File: src/rtl/shrot_pkg.sv
// Package: shared encodings for the single-step shift and rotate unit.
// Assumes the long width is a multiple of four so byte and word derive from it.
package shrot_pkg;

    // Operation codes presented on op_i; values outside this list pass through.
    typedef enum logic [3:0] {
        OP_INV = 4'd0,
        OP_LSL = 4'd1,
        OP_LSR = 4'd2,
        OP_ASL = 4'd3,
        OP_ASR = 4'd4,
        OP_ROL = 4'd5,
        OP_ROR = 4'd6,
        OP_RCL = 4'd7,
        OP_RCR = 4'd8
    } sr_op_e;

    // Width select codes presented on size_i.
    typedef enum logic [1:0] {
        SZ_BYTE  = 2'd0,
        SZ_WORD  = 2'd1,
        SZ_LONG  = 2'd2,
        SZ_LONG2 = 2'd3
    } sr_size_e;

    // Number of operand widths handled by parallel lanes.
    localparam int NUM_LANES = 3;

    // Map a size code to a lane index; code 3 aliases the long lane.
    function automatic logic [1:0] lane_index(input logic [1:0] size);
        logic [1:0] idx;
        case (size)
            SZ_BYTE: idx = 2'd0;
            SZ_WORD: idx = 2'd1;
            default: idx = 2'd2;
        endcase
        return idx;
    endfunction

endpackage

File: src/rtl/shrot_lane.sv
// Module: one single-step shift/rotate lane of fixed width W.
// Computes the shifted result and the outgoing carry for all operation codes.
// Assumes W >= 2. Purely combinational.
module shrot_lane
    import shrot_pkg::*;
#(
    parameter int W = 8
) (
    input  logic [3:0]   op_i,
    input  logic [W-1:0] operand_i,
    input  logic         c_i,
    output logic [W-1:0] res_o,
    output logic         c_o
);

    localparam int MSB = W - 1;

    // Select the one-position transform and the carry it produces.
    always_comb begin
        res_o = operand_i;
        c_o   = c_i;
        case (op_i)
            OP_INV: begin
                res_o = ~operand_i;
            end
            OP_LSL, OP_ASL: begin
                res_o = {operand_i[MSB-1:0], 1'b0};
                c_o   = operand_i[MSB];
            end
            OP_LSR: begin
                res_o = {1'b0, operand_i[MSB:1]};
                c_o   = operand_i[0];
            end
            OP_ASR: begin
                res_o = {operand_i[MSB], operand_i[MSB:1]};
                c_o   = operand_i[0];
            end
            OP_ROL: begin
                res_o = {operand_i[MSB-1:0], operand_i[MSB]};
                c_o   = operand_i[MSB];
            end
            OP_ROR: begin
                res_o = {operand_i[0], operand_i[MSB:1]};
                c_o   = operand_i[0];
            end
            OP_RCL: begin
                res_o = {operand_i[MSB-1:0], c_i};
                c_o   = operand_i[MSB];
            end
            OP_RCR: begin
                res_o = {c_i, operand_i[MSB:1]};
                c_o   = operand_i[0];
            end
            default: begin
                res_o = operand_i;
                c_o   = c_i;
            end
        endcase
    end

    // Guard the carry and edge-bit behaviour of each operation class.
    always_comb begin
        if (op_i == OP_LSL || op_i == OP_ASL) begin
            a_r2_left_carry: assert (c_o == operand_i[MSB] && res_o[0] == 1'b0)
                else $error("left shift carry/fill wrong");
        end
        if (op_i == OP_ASR) begin
            a_r4_sign_kept: assert (res_o[MSB] == operand_i[MSB] && c_o == operand_i[0])
                else $error("arithmetic right lost sign");
        end
        if (op_i == OP_RCL) begin
            a_r6_rcl_carry: assert (res_o[0] == c_i && c_o == operand_i[MSB])
                else $error("rotate left through carry wrong");
        end
        if (op_i == OP_RCR) begin
            a_r6_rcr_carry: assert (res_o[MSB] == c_i && c_o == operand_i[0])
                else $error("rotate right through carry wrong");
        end
        if (op_i == OP_INV) begin
            a_r1_inv_carry: assert (c_o == c_i && (res_o ^ operand_i) == {W{1'b1}})
                else $error("invert wrong");
        end
    end

endmodule

File: src/rtl/shrot_flags.sv
// Module: sign and zero flag generation for a zero-extended result.
// Assumes bits above the selected width are already zero.
module shrot_flags
    import shrot_pkg::*;
#(
    parameter int LONG_W = 32
) (
    input  logic [LONG_W-1:0] res_i,
    input  logic [1:0]        size_i,
    output logic              n_o,
    output logic              z_o
);

    localparam int BYTE_W = LONG_W / 4;

    logic [NUM_LANES-1:0] sign_bits;

    // Collect the sign bit of each width.
    for (genvar g = 0; g < NUM_LANES; g++) begin : g_sign
        assign sign_bits[g] = res_i[(BYTE_W << g) - 1];
    end

    // Pick the sign of the selected width and detect an all-zero result.
    always_comb begin
        case (lane_index(size_i))
            2'd0:    n_o = sign_bits[0];
            2'd1:    n_o = sign_bits[1];
            default: n_o = sign_bits[2];
        endcase
        z_o = ~|res_i;
    end

endmodule

File: src/rtl/shrot_ostage.sv
// Module: optional output stage. With REGISTERED set it is a register with a
// synchronous active-low clear to zero; otherwise a straight wire.
module shrot_ostage #(
    parameter int DW         = 36,
    parameter bit REGISTERED = 1'b1
) (
    input  logic          clk,
    input  logic          rst_n,
    input  logic [DW-1:0] d_i,
    output logic [DW-1:0] q_o
);

    if (REGISTERED) begin : g_reg
        logic [DW-1:0] q_r;
        // Capture the next output word, cleared by reset.
        always_ff @(posedge clk) begin
            if (!rst_n) q_r <= '0;
            else        q_r <= d_i;
        end
        assign q_o = q_r;
    end else begin : g_wire
        logic unused_clk;
        assign unused_clk = clk ^ rst_n;
        assign q_o = d_i;
    end

endmodule

File: src/rtl/shrot_unit.sv
// Module: top of the single-step shift and rotate unit.
// Runs one lane per width in parallel, selects by size, builds N/Z/V/C and
// passes everything through the optional output stage.
// Assumes LONG_W is a multiple of four and at least 8.
module shrot_unit
    import shrot_pkg::*;
#(
    parameter int LONG_W  = 32,
    parameter bit OUT_REG = 1'b1
) (
    input  logic              clk,
    input  logic              rst_n,
    input  logic [3:0]        op_i,
    input  logic [1:0]        size_i,
    input  logic [LONG_W-1:0] operand_i,
    input  logic              c_i,
    output logic [LONG_W-1:0] result_o,
    output logic              n_o,
    output logic              z_o,
    output logic              v_o,
    output logic              c_o
);

    localparam int BYTE_W = LONG_W / 4;
    localparam int PACK_W = LONG_W + 4;

    logic [LONG_W-1:0]    lane_ext [NUM_LANES];
    logic [NUM_LANES-1:0] lane_c;
    logic [LONG_W-1:0]    sel_res;
    logic                 sel_c;
    logic                 sel_n;
    logic                 sel_z;
    logic [PACK_W-1:0]    stage_d;
    logic [PACK_W-1:0]    stage_q;

    // One lane per operand width, each fed the low bits it owns.
    for (genvar g = 0; g < NUM_LANES; g++) begin : g_lane
        localparam int LW = BYTE_W << g;
        logic [LW-1:0] lane_res;
        shrot_lane #(.W(LW)) u_lane (
            .op_i      (op_i),
            .operand_i (operand_i[LW-1:0]),
            .c_i       (c_i),
            .res_o     (lane_res),
            .c_o       (lane_c[g])
        );
        assign lane_ext[g] = LONG_W'(lane_res);
    end

    // Select the lane that matches the requested width.
    always_comb begin
        case (lane_index(size_i))
            2'd0: begin
                sel_res = lane_ext[0];
                sel_c   = lane_c[0];
            end
            2'd1: begin
                sel_res = lane_ext[1];
                sel_c   = lane_c[1];
            end
            default: begin
                sel_res = lane_ext[2];
                sel_c   = lane_c[2];
            end
        endcase
    end

    shrot_flags #(.LONG_W(LONG_W)) u_flags (
        .res_i  (sel_res),
        .size_i (size_i),
        .n_o    (sel_n),
        .z_o    (sel_z)
    );

    // Pack result and flags; V is cleared for every operation.
    assign stage_d = {sel_res, sel_n, sel_z, 1'b0, sel_c};

    shrot_ostage #(.DW(PACK_W), .REGISTERED(OUT_REG)) u_ostage (
        .clk   (clk),
        .rst_n (rst_n),
        .d_i   (stage_d),
        .q_o   (stage_q)
    );

    assign {result_o, n_o, z_o, v_o, c_o} = stage_q;

    // Zero flag at the output agrees with the result at the output.
    a_r7_zero_flag: assert property (@(posedge clk) disable iff (!rst_n)
        z_o |-> (result_o == '0))
        else $error("Z set with nonzero result");

    // A byte-sized selection never leaks bits above the byte.
    a_r8_byte_upper: assert property (@(posedge clk) disable iff (!rst_n)
        (lane_index(size_i) == 2'd0) |-> (lane_ext[0][LONG_W-1:BYTE_W] == '0 && sel_res == lane_ext[0]))
        else $error("byte lane upper bits nonzero");

endmodule

File: config.mk
export PLATFORM = sky130hd
export DESIGN_NAME = shrot_unit
export DESIGN_NICKNAME = d
export VERILOG_FILES = /design/src/rtl/shrot_pkg.sv /design/src/rtl/shrot_lane.sv /design/src/rtl/shrot_flags.sv /design/src/rtl/shrot_ostage.sv /design/src/rtl/shrot_unit.sv
export SDC_FILE = /design/constraint.sdc
export NUM_CORES = 1
export LEC_CHECK = 0
export ABC_AREA = 1
export CAP_MARGIN = 20
export CORE_MARGIN = 3
export CORE_UTILIZATION = 35
export DETAILED_ROUTE_END_ITERATION = 16
export DONT_BUFFER_PORTS = 1
export PLACE_DENSITY = 0.53
export SYNTH_ARGS = -nofsm -noshare
export SYNTH_HDL_FRONTEND = slang
export SYNTH_SLANG_ARGS = --single-unit
File: constraint.sdc
create_clock -name clk -period 1.2 [get_ports clk]
set_input_delay 0.12 -clock clk [delete_from_list [all_inputs] [get_ports clk]]
set_output_delay 0.12 -clock clk [all_outputs]
set_load 0.03 [all_outputs]
Yosys cells after proc, flatten, opt, wreduce, memory -nomap -nowiden
Cells that the tools add are included.
- bitwise operators: 3
- muxes and demuxes: 10
- reduce and logical (&&, ||, !) cells: 8
- equality and inequality tests: 10
- operators with widths (kind ; number):
    32-bit one-hot mux with 8 select lines ; 1
    16-bit one-hot mux with 8 select lines ; 1
    32-bit one-hot mux with 2 select lines ; 1
    8-bit one-hot mux with 8 select lines ; 1
    32-bit inverter ; 1
    32-bit OR reduction ; 1
    4-bit by 3-bit equality test with 1-bit output, second input constant ; 4
    16-bit inverter ; 1
    1-bit one-hot mux with 2 select lines ; 5
    4-bit by 2-bit equality test with 1-bit output, second input constant ; 2
    8-bit inverter ; 1
    4-bit OR reduction ; 2
    2-bit by 1-bit equality test with 1-bit output, second input constant ; 2
    4-bit by 1-bit equality test with 1-bit output, second input constant ; 1
    4-bit equality test, second input constant ; 1
    2-bit zero test ; 2
    4-bit zero test ; 1
    2-bit one-hot mux with 2 select lines ; 1
    2-bit OR reduction ; 1
    1-bit zero test ; 1
- register bits after elaboration: 36
- output and inout port bits: 36
- bits of input ports: 41

Logic depth before layout (Yosys ltp)
Gate-level depths: netlist of the first run.
- depth after elaboration: 6
- depth in mapped cells: 15

Cells and area by module
From an unflattened synthesis of the first run, not the netlist that was laid out.
- cells, all modules: 1249
- area, all modules: 6172.2 µm²
- by module, submodules not included (module ; times used ; area an instance (µm²) ; cells an instance):
    shrot_lane (g_lane[2].u_lane) ; 1 ; 2760.1 ; 624
    shrot_lane (g_lane[1].u_lane) ; 1 ; 1397.6 ; 304
    shrot_ostage ; 1 ; 1032.2 ; 112
    shrot_unit ; 1 ; 498.0 ; 102
    shrot_lane (g_lane[0].u_lane) ; 1 ; 342.8 ; 71
    shrot_flags ; 1 ; 141.4 ; 36

Worst setup path after synthesis of the first run
No wires, ideal clock.
- path type: input to register
- start: in op_i[0]
- end: reg u_ostage.g_reg.q_r[2] (netlist: u_ostage.q_o[2])
- library setup time: 0.064 ns
- stages: 14
- required time: 1.136 ns
- path buffers: 1
- slack: -0.030 ns
- arrival: 1.167 ns
- cell sequence: nor2_4 -> nand2_1 -> nand2_2 -> buf_4 -> nand2_1 -> nor2_1 -> nand2_1 -> nand2_1 -> nand2_1 -> inv_1 -> nand2_1 -> nor2_1 -> nand3_1 -> nor2_1
- cells in the longest elaborated chain, start to end: 6
- RTL lines (what ; line ; text):
    from (decl) ; shrot_unit.sv:13 ; input logic [3:0] op_i,
    4-bit by 2-bit equality test with 1-bit output / 4-bit by 1-bit equality test with 1-bit output (equally long branches) ; - ;
    2-bit OR reduction ; - ;
    32-bit one-hot mux with 8 select lines (tied with other cells) ; shrot_lane.sv:22 ; case (op_i)
    32-bit one-hot mux with 2 select lines * ; shrot_unit.sv:52 ; case (lane_index(size_i))
    32-bit OR reduction * ; shrot_flags.sv:30 ; z_o = ~|res_i;
    1-bit zero test * ; shrot_flags.sv:30 ;
    to (signal assigned) ; shrot_ostage.sv:18 ; else q_r <= d_i;
    to (decl) ; shrot_ostage.sv:14 ; logic [DW-1:0] q_r;
Every way passes the cells marked *; elsewhere a longest branch is shown, timed or not.
A chain may end at the register's enable or synchronous reset.

Worst setup path in the final report of the first run
- start: in op_i[1]
- end: reg u_ostage.g_reg.q_r[2] (netlist: u_ostage.q_o[2])
The elaborated chain is that of the path after synthesis.

==> flow_metrics.env, run 1 <==
export IMPL_outcome="complete, but fails checks"
export IMPL_failed_checks="negative setup slack"
export IMPL_powerDensity_nw_per_um2=1015
export IMPL_row_count=29
export IMPL_dpl_cell_area_sq_um=2810
export IMPL_area_delta_synth_final_pct=34.40
export IMPL_viasPerCell=4.932
export IMPL_grt_setup_unrepaired="yes"
export IMPL_critPathMostFrequentCell="nand2_2"
export IMPL_dpl_hpwl_mm=5.792
export IMPL_chipHeight_um=89.19
export IMPL_cp_num_buf_inv=3
export IMPL_die_x_um=89.19
export IMPL_hp_start="rst_n"
export IMPL_n_fill_cell=730
export IMPL_fin_crit_sh_pct=105.2
export IMPL_hold_end="u_ostage.q_o[19]$_SDFF_PN0_"
export IMPL_clkSinkCount=35
export IMPL_finalInstanceArea_sq_um=3256
export IMPL_synth_mux_area_share_pct=0
export IMPL_holdPathStages=2
export IMPL_yosys_area_top_type="dfxtp_1"
export IMPL_wirelength_mm=8.051
export IMPL_cts_buffer_depth=2
export IMPL_antenna_found_initial=0
export IMPL_ys_seq_area_share_pct=28.93
export IMPL_syn_avg_cell_area_sq_um=5.443
export IMPL_startpoint="op_i[1]"
export IMPL_cts_reportedPaths_clkPinSlew_ns=0.07
export IMPL_p_sw_uw=1086
export IMPL_intPower_uw=2219
export IMPL_postRouteAntennaNets=0
export IMPL_synthTopCellsByArea="dfxtp_1 (29%), nand2_1 (27%), nor2_1 (14%)"
export IMPL_cpPeakStageDelay_ns=0.17
export IMPL_synth_compound_area_share_pct=7.903
export IMPL_cpLargestDelayFamily="simple AND/OR/NAND/NOR gates"
export IMPL_ys_ff_latch=35
export IMPL_drt_wirelength_per_cell_um=14.03
export IMPL_synth_area_sq_um=2422
export IMPL_io_pins=77
export IMPL_dp_slack_ns=-0.3424
export IMPL_cp_max_fo=8
export IMPL_setup_violations=1
export IMPL_worstSetupStartpointType="input port"
export IMPL_dp_cells=553
export IMPL_cap_viol_max_count=0
export IMPL_cts_root_buf="clkbuf_8"
export IMPL_final_nets=537
export IMPL_peakVddDrop_mv=0.4350
export IMPL_port_buffers=0
export IMPL_combPwrFrac_pct=29.3
export IMPL_maxSlewViolCount=0
export IMPL_fin_cells=574
export IMPL_timing_final_crit_period_ns=1.263
export IMPL_seqPwrFrac_pct=42.8
export IMPL_dr_pass1_iters=5
export IMPL_gp_congestion=0.8572
export IMPL_yosys_area_share_simple_pct=49.79
export IMPL_hold_viol_final=0
export IMPL_fmax_ghz=0.7919
export IMPL_cp_slowest_cell="nor2_4"
export IMPL_synth_nets=486
export IMPL_cp_required_ns=1.42
export IMPL_initial_core_util_pct=37.09
export IMPL_grt_max_degree=30
export IMPL_synthAdderAreaFrac_pct=0
export IMPL_drtIter0Drc=199
export IMPL_diodes=0
export IMPL_grt_use_total_pct=19.87
export IMPL_largest_reg_flops=35
export IMPL_grt_first_pass_wirelength_mm=12.45
export IMPL_drc_errors=0
export IMPL_arrival_ns=1.48
export IMPL_cts_tree="yes"
export IMPL_critPathKind="input port to flop"
export IMPL_pwr_share_clk_pct=27.9
export IMPL_globalRouteOverflowTotal=0
export IMPL_sw_frac_of_total_pct=32.87
export IMPL_p_leak_uw=0.001748
export IMPL_drive_gt1_share_pct=24.14
export IMPL_vias=2831
export IMPL_htree_levels=2
export IMPL_die_area_sq_um=7955
export IMPL_fin_ws_ns=-0.06273
export IMPL_hold_class="input port to flop"
export IMPL_synth_xor_area_share_pct=0
export IMPL_core_area_sq_um=6531
export IMPL_whs_ns=0.02545
export IMPL_ys_warn_count=0
export IMPL_yosys_cell_types_count=26
export IMPL_worstPathCellList="nor2_4, nand2_2, nand2_4, buf_6, clkbuf_16, nand2_4, nor2_2, nand2_1, nand2_2, nand2_2, inv_2, nand2_2, nor2_1, nand3_1, nor2_1"
export IMPL_synth_top_family_by_area="simple AND/OR/NAND/NOR gates"
export IMPL_synth_top_area_share_pct=28.93
export IMPL_numCtsBuffers=5
export IMPL_fin_setup_tns_ns=-0.06273
export IMPL_grt_pass1_vias=2509
export IMPL_cp_end_kind="flop"
export IMPL_synth_cells=445
how the worst max path moves through the flow:
stage,slack [ns],endpoint,cells past startpoint
after floorplan,-0.03,u_ostage.q_o[2]$_SDFF_PN0_,14
after global placement,-0.31,u_ostage.q_o[2]$_SDFF_PN0_,14
after detailed placement,-0.34,u_ostage.q_o[2]$_SDFF_PN0_,14
after CTS,0.01,u_ostage.q_o[2]$_SDFF_PN0_,14
after global routing,-0.15,u_ostage.q_o[2]$_SDFF_PN0_,13
final,-0.06,u_ostage.q_o[2]$_SDFF_PN0_,15
power by group through the flow:
stage	logic [uW]	registers (uW)	clock network, uW
after floorplan	498	1430	0
after global placement	777	1440	0
after detailed placement	781	1440	0
after CTS	794	1420	952
after global routing	1090	1420	1010
final	969	1410	923
through the flow:
| step | power (uW) | utilization (%) |
|---|---|---|
| after detailed placement | 2225 | 43.03 |
| final | 3306 | 49.85 |
| after global placement | 2219 | 43.03 |
| after floorplan | 1932 | - |
| after CTS | 3161 | 44.94 |
| after global routing | 3524 | 49.85 |
what timing repair did:
item	in CTS	in global routing
cloned	0	5
pin swaps	0	31
endpoints found under the setup margin	1	1
resized for setup	4	57
hold endpoints to repair	3	0
setup buffers	0	8
hold buffers	1	0
cells in the mapped netlist:
master / count
a21oi_1: 7
buf_2: 7
buf_4: 4
buf_6: 4
clkbuf_1: 5
conb_1: 1
dfxtp_1: 35
inv_1: 48
inv_2: 3
nand2_1: 174
nand2_2: 2
nand3_1: 18
nand3_2: 1
nand3b_1: 3
nand4_1: 1
nor2_1: 92
nor2_4: 1
nor3_1: 1
o211ai_1: 1
o21ai_0: 24
o21ai_1: 3
o21bai_1: 1
o22ai_1: 1
or2_0: 1
or2_1: 4
or2_2: 3
layout by cell type, fill, tap and decap left out, types with 2 or more instances in the layout:
cell       instances
nand2_1          151
nor2_1            82
buf_4             50
inv_1             46
dfxtp_1           35
nand2_2           21
o21ai_0           20
nand3_1           15
nor2_2             8
clkbuf_8           7
a21oi_1            6
o21ai_1            6
inv_2              4
nand2_4            4
or2_1              4
clkbuf_16          4
buf_6              4
nor2_4             3
nand3b_1           3
nand3_2            3
or2_2              3
buf_12             3
buf_8              2
layout make-up:
type / instances / area, sq um / area share (%)
multi-input combinational: 339 / 1544 / 47.43
tap: 77 / 96.34 / 2.959
inverter: 51 / 193.9 / 5.957
timing repair buffer: 64 / 620.6 / 19.06
clock buffer: 8 / 100.1 / 3.075
sequential: 35 / 700.7 / 21.52
layer usage:
layer,up-vias,share of wire (%),global-route usage (%)
li1,1438,-,-
met5,-,0,0
met4,0,2.7,5.548
met2,101,45,31.08
met3,21,8.6,5.622
met1,1271,44,26.66
kinds of logic after synthesis:
logic type,Yosys count
simple gates,301
flops,35
other cells,1
compound gates,37
buf+inv,71
Power figures use the tool's default switching activity.
==> run 2, diff against run 1 <==
--- a/config.mk
+++ b/config.mk
@@ -5,13 +5,12 @@
 export SDC_FILE = /design/constraint.sdc
 export NUM_CORES = 1
 export LEC_CHECK = 0
-export ABC_AREA = 1
 export CAP_MARGIN = 20
 export CORE_MARGIN = 3
-export CORE_UTILIZATION = 35
+export CORE_UTILIZATION = 58
 export DETAILED_ROUTE_END_ITERATION = 16
 export DONT_BUFFER_PORTS = 1
-export PLACE_DENSITY = 0.53
+export PLACE_DENSITY = 0.78
 export SYNTH_ARGS = -nofsm -noshare
 export SYNTH_HDL_FRONTEND = slang
 export SYNTH_SLANG_ARGS = --single-unit
==> flow_metrics.env, run 2 <==
export IMPL_outcome="complete, but fails checks"
export IMPL_failed_checks="negative setup slack"
export IMPL_cp_num_buf_inv=2
export IMPL_ys_seq_area_share_pct=26.97
export IMPL_setup_violations=7
export IMPL_total_power_uw=3437
export IMPL_chipHeight_um=72.92
export IMPL_cap_viol_max_count=0
export IMPL_critPathKind="input port to flop"
export IMPL_n_fill_cell=230
export IMPL_fin_cells=472
export IMPL_cpPeakStageDelay_ns=0.30
export IMPL_cp_slowest_cell="nor4_2"
export IMPL_postRouteAntennaNets=0
export IMPL_fin_util_pct=87.50
export IMPL_diodes=0
export IMPL_grt_use_total_pct=37.81
export IMPL_ys_warn_count=0
export IMPL_area_delta_synth_final_pct=40.56
export IMPL_htree_levels=2
export IMPL_worstSetupStartpointType="input port"
export IMPL_syn_avg_cell_area_sq_um=7.400
export IMPL_initial_core_util_pct=62.25
export IMPL_cp_end_kind="flop"
export IMPL_ys_dominant_reg_cell="dfxtp_1"
export IMPL_hold_viol_final=0
export IMPL_synth_nets=392
export IMPL_grt_pass1_vias=3058
export IMPL_grt_first_pass_wirelength_mm=15.74
export IMPL_dp_cells=447
export IMPL_worstPathCellList="or2_4, buf_12, buf_8, a2111oi_4, a221o_1, o2111a_1, nand4_1, nor4_2"
export IMPL_peakVddDrop_mv=0.5744
export IMPL_p_leak_uw=0.001427
export IMPL_synth_top_area_share_pct=26.97
export IMPL_cts_tree="yes"
export IMPL_area_sequential_sq_um=700.7
export IMPL_multiInputGateArea_sq_um=1991
export IMPL_fin_crit_sh_pct=142.3
export IMPL_gp_congestion=0.9367
export IMPL_drtIter0Drc=597
export IMPL_largest_reg_flops=35
export IMPL_fin_ws_ns=-0.5076
export IMPL_core_area_sq_um=4173
export IMPL_cts_buffer_depth=2
export IMPL_final_nets=463
export IMPL_timing_final_crit_period_ns=1.708
export IMPL_synth_cells=351
export IMPL_post_synth_top_count_cell="nor2_1"
export IMPL_drc_errors=0
export IMPL_arrival_ns=1.90
export IMPL_cp_required_ns=1.39
export IMPL_drive_gt1_share_pct=37.20
export IMPL_die_area_sq_um=5317
export IMPL_row_count=23
export IMPL_cts_root_buf="clkbuf_8"
export IMPL_globalRouteOverflowTotal=0
export IMPL_die_x_um=72.92
export IMPL_final_common_cell="buf_4"
export IMPL_synth_edf_count=0
export IMPL_synthTopCellsByArea="dfxtp_1 (27%), o221ai_1 (6.1%), nor2b_1 (5.5%)"
export IMPL_antenna_found_initial=0
export IMPL_cp_max_fo=12
export IMPL_numCtsBuffers=5
export IMPL_cts_reportedPaths_clkPinSlew_ns=0.07
export IMPL_yosys_area_top_type="dfxtp_1"
export IMPL_io_pins=77
export IMPL_drt_wirelength_per_cell_um=23.30
export IMPL_fmax_ghz=0.5856
export IMPL_netlist_top_cells_count="nor2_1 (36), dfxtp_1 (35), o21ai_0 (26)"
export IMPL_clkSinkCount=35
export IMPL_maxSlewViolCount=0
export IMPL_vias=3501
export IMPL_dr_pass1_iters=8
export IMPL_dpl_hpwl_mm=6.149
export IMPL_ys_ff_latch=35
export IMPL_port_buffers=0
export IMPL_cpLargestDelayFamily="compound AO/OA/AOI/OAI gates"
export IMPL_synth_area_sq_um=2597
export IMPL_async_flop_share_pct=0
export IMPL_yosys_cell_types_count=56
export IMPL_grt_max_degree=80
export IMPL_hold_class="input port to flop"
export IMPL_wirelength_mm=11.00
export IMPL_mostFrequentLayoutCells="buf_4 (87), dfxtp_1 (35), nor2_1 (29)"
export IMPL_grt_setup_unrepaired="yes"
export IMPL_powerDensity_nw_per_um2=941.4
export IMPL_viasPerCell=7.417
## run 2: path summary, 6_finish.rpt
kind / startpoint / to / slack (ns) / depth (start not counted)
worst max-delay path: op_i[2] / u_ostage.q_o[2]$_SDFF_PN0_ / -0.51 / 8
worst min-delay path: rst_n / u_ostage.q_o[5]$_SDFF_PN0_ / 0.04 / 1
## run 2: logic make-up after synthesis
kind of cell,synth area share (%)
simple gates,28.85
xor+xnor,1.060
other cells,0.1444
mux,4.480
buf+inv,6.936
compound gates,31.55
flops,26.97
## run 2: through the flow
step / hold slack [ns] / worst slack (ns) / setup TNS (ns) / cell area (sq um)
after CTS: 0.007175 / -0.2632 / -0.4663 / 3545
after global routing: 0.01808 / -0.5043 / -1.455 / 3651
after detailed placement: 0.2436 / -0.8426 / -9.377 / 3204
after floorplan: 0.2913 / -0.5280 / -1.154 / 2791
after global placement: 0.2427 / -0.6857 / -8.386 / 3204
final: 0.03811 / -0.5076 / -1.223 / 3651
## run 2: report_power, final
| group | total (uW) | switching, uW | internal [uW] |
|---|---|---|---|
| logic | 1130 | 530 | 601 |
| registers | 1440 | 192 | 1250 |
| clock network | 869 | 419 | 450 |
## run 2: metal layers
metal | routed length (um) | global-route usage, %
met4 | 802 | 15.57
met3 | 1566 | 8.678
met5 | 0 | 0
met1 | 3868 | 49.96
met2 | 4759 | 59.02
## run 2: cell type report
| class | instances | share of cell area [%] |
|---|---|---|
| Clock buffer | 6 | 2.262 |
| Clock inverter | 1 | 0.1371 |
| Inverter | 6 | 0.6169 |
| Multi-Input combinational cell | 276 | 54.52 |
| Sequential cell | 35 | 19.19 |
| Tap cell | 50 | 1.714 |
| Timing Repair Buffer | 98 | 21.56 |
## run 2: repair_timing
item                       in CTS  in global routing
setup buffers                  13                  4
pin swaps                      16                 12
gates cloned                    1                  0
hold endpoints to repair        6                  1
hold buffers                    1                  1
resized for setup              28                 18
setup endpoints to repair      15                 11
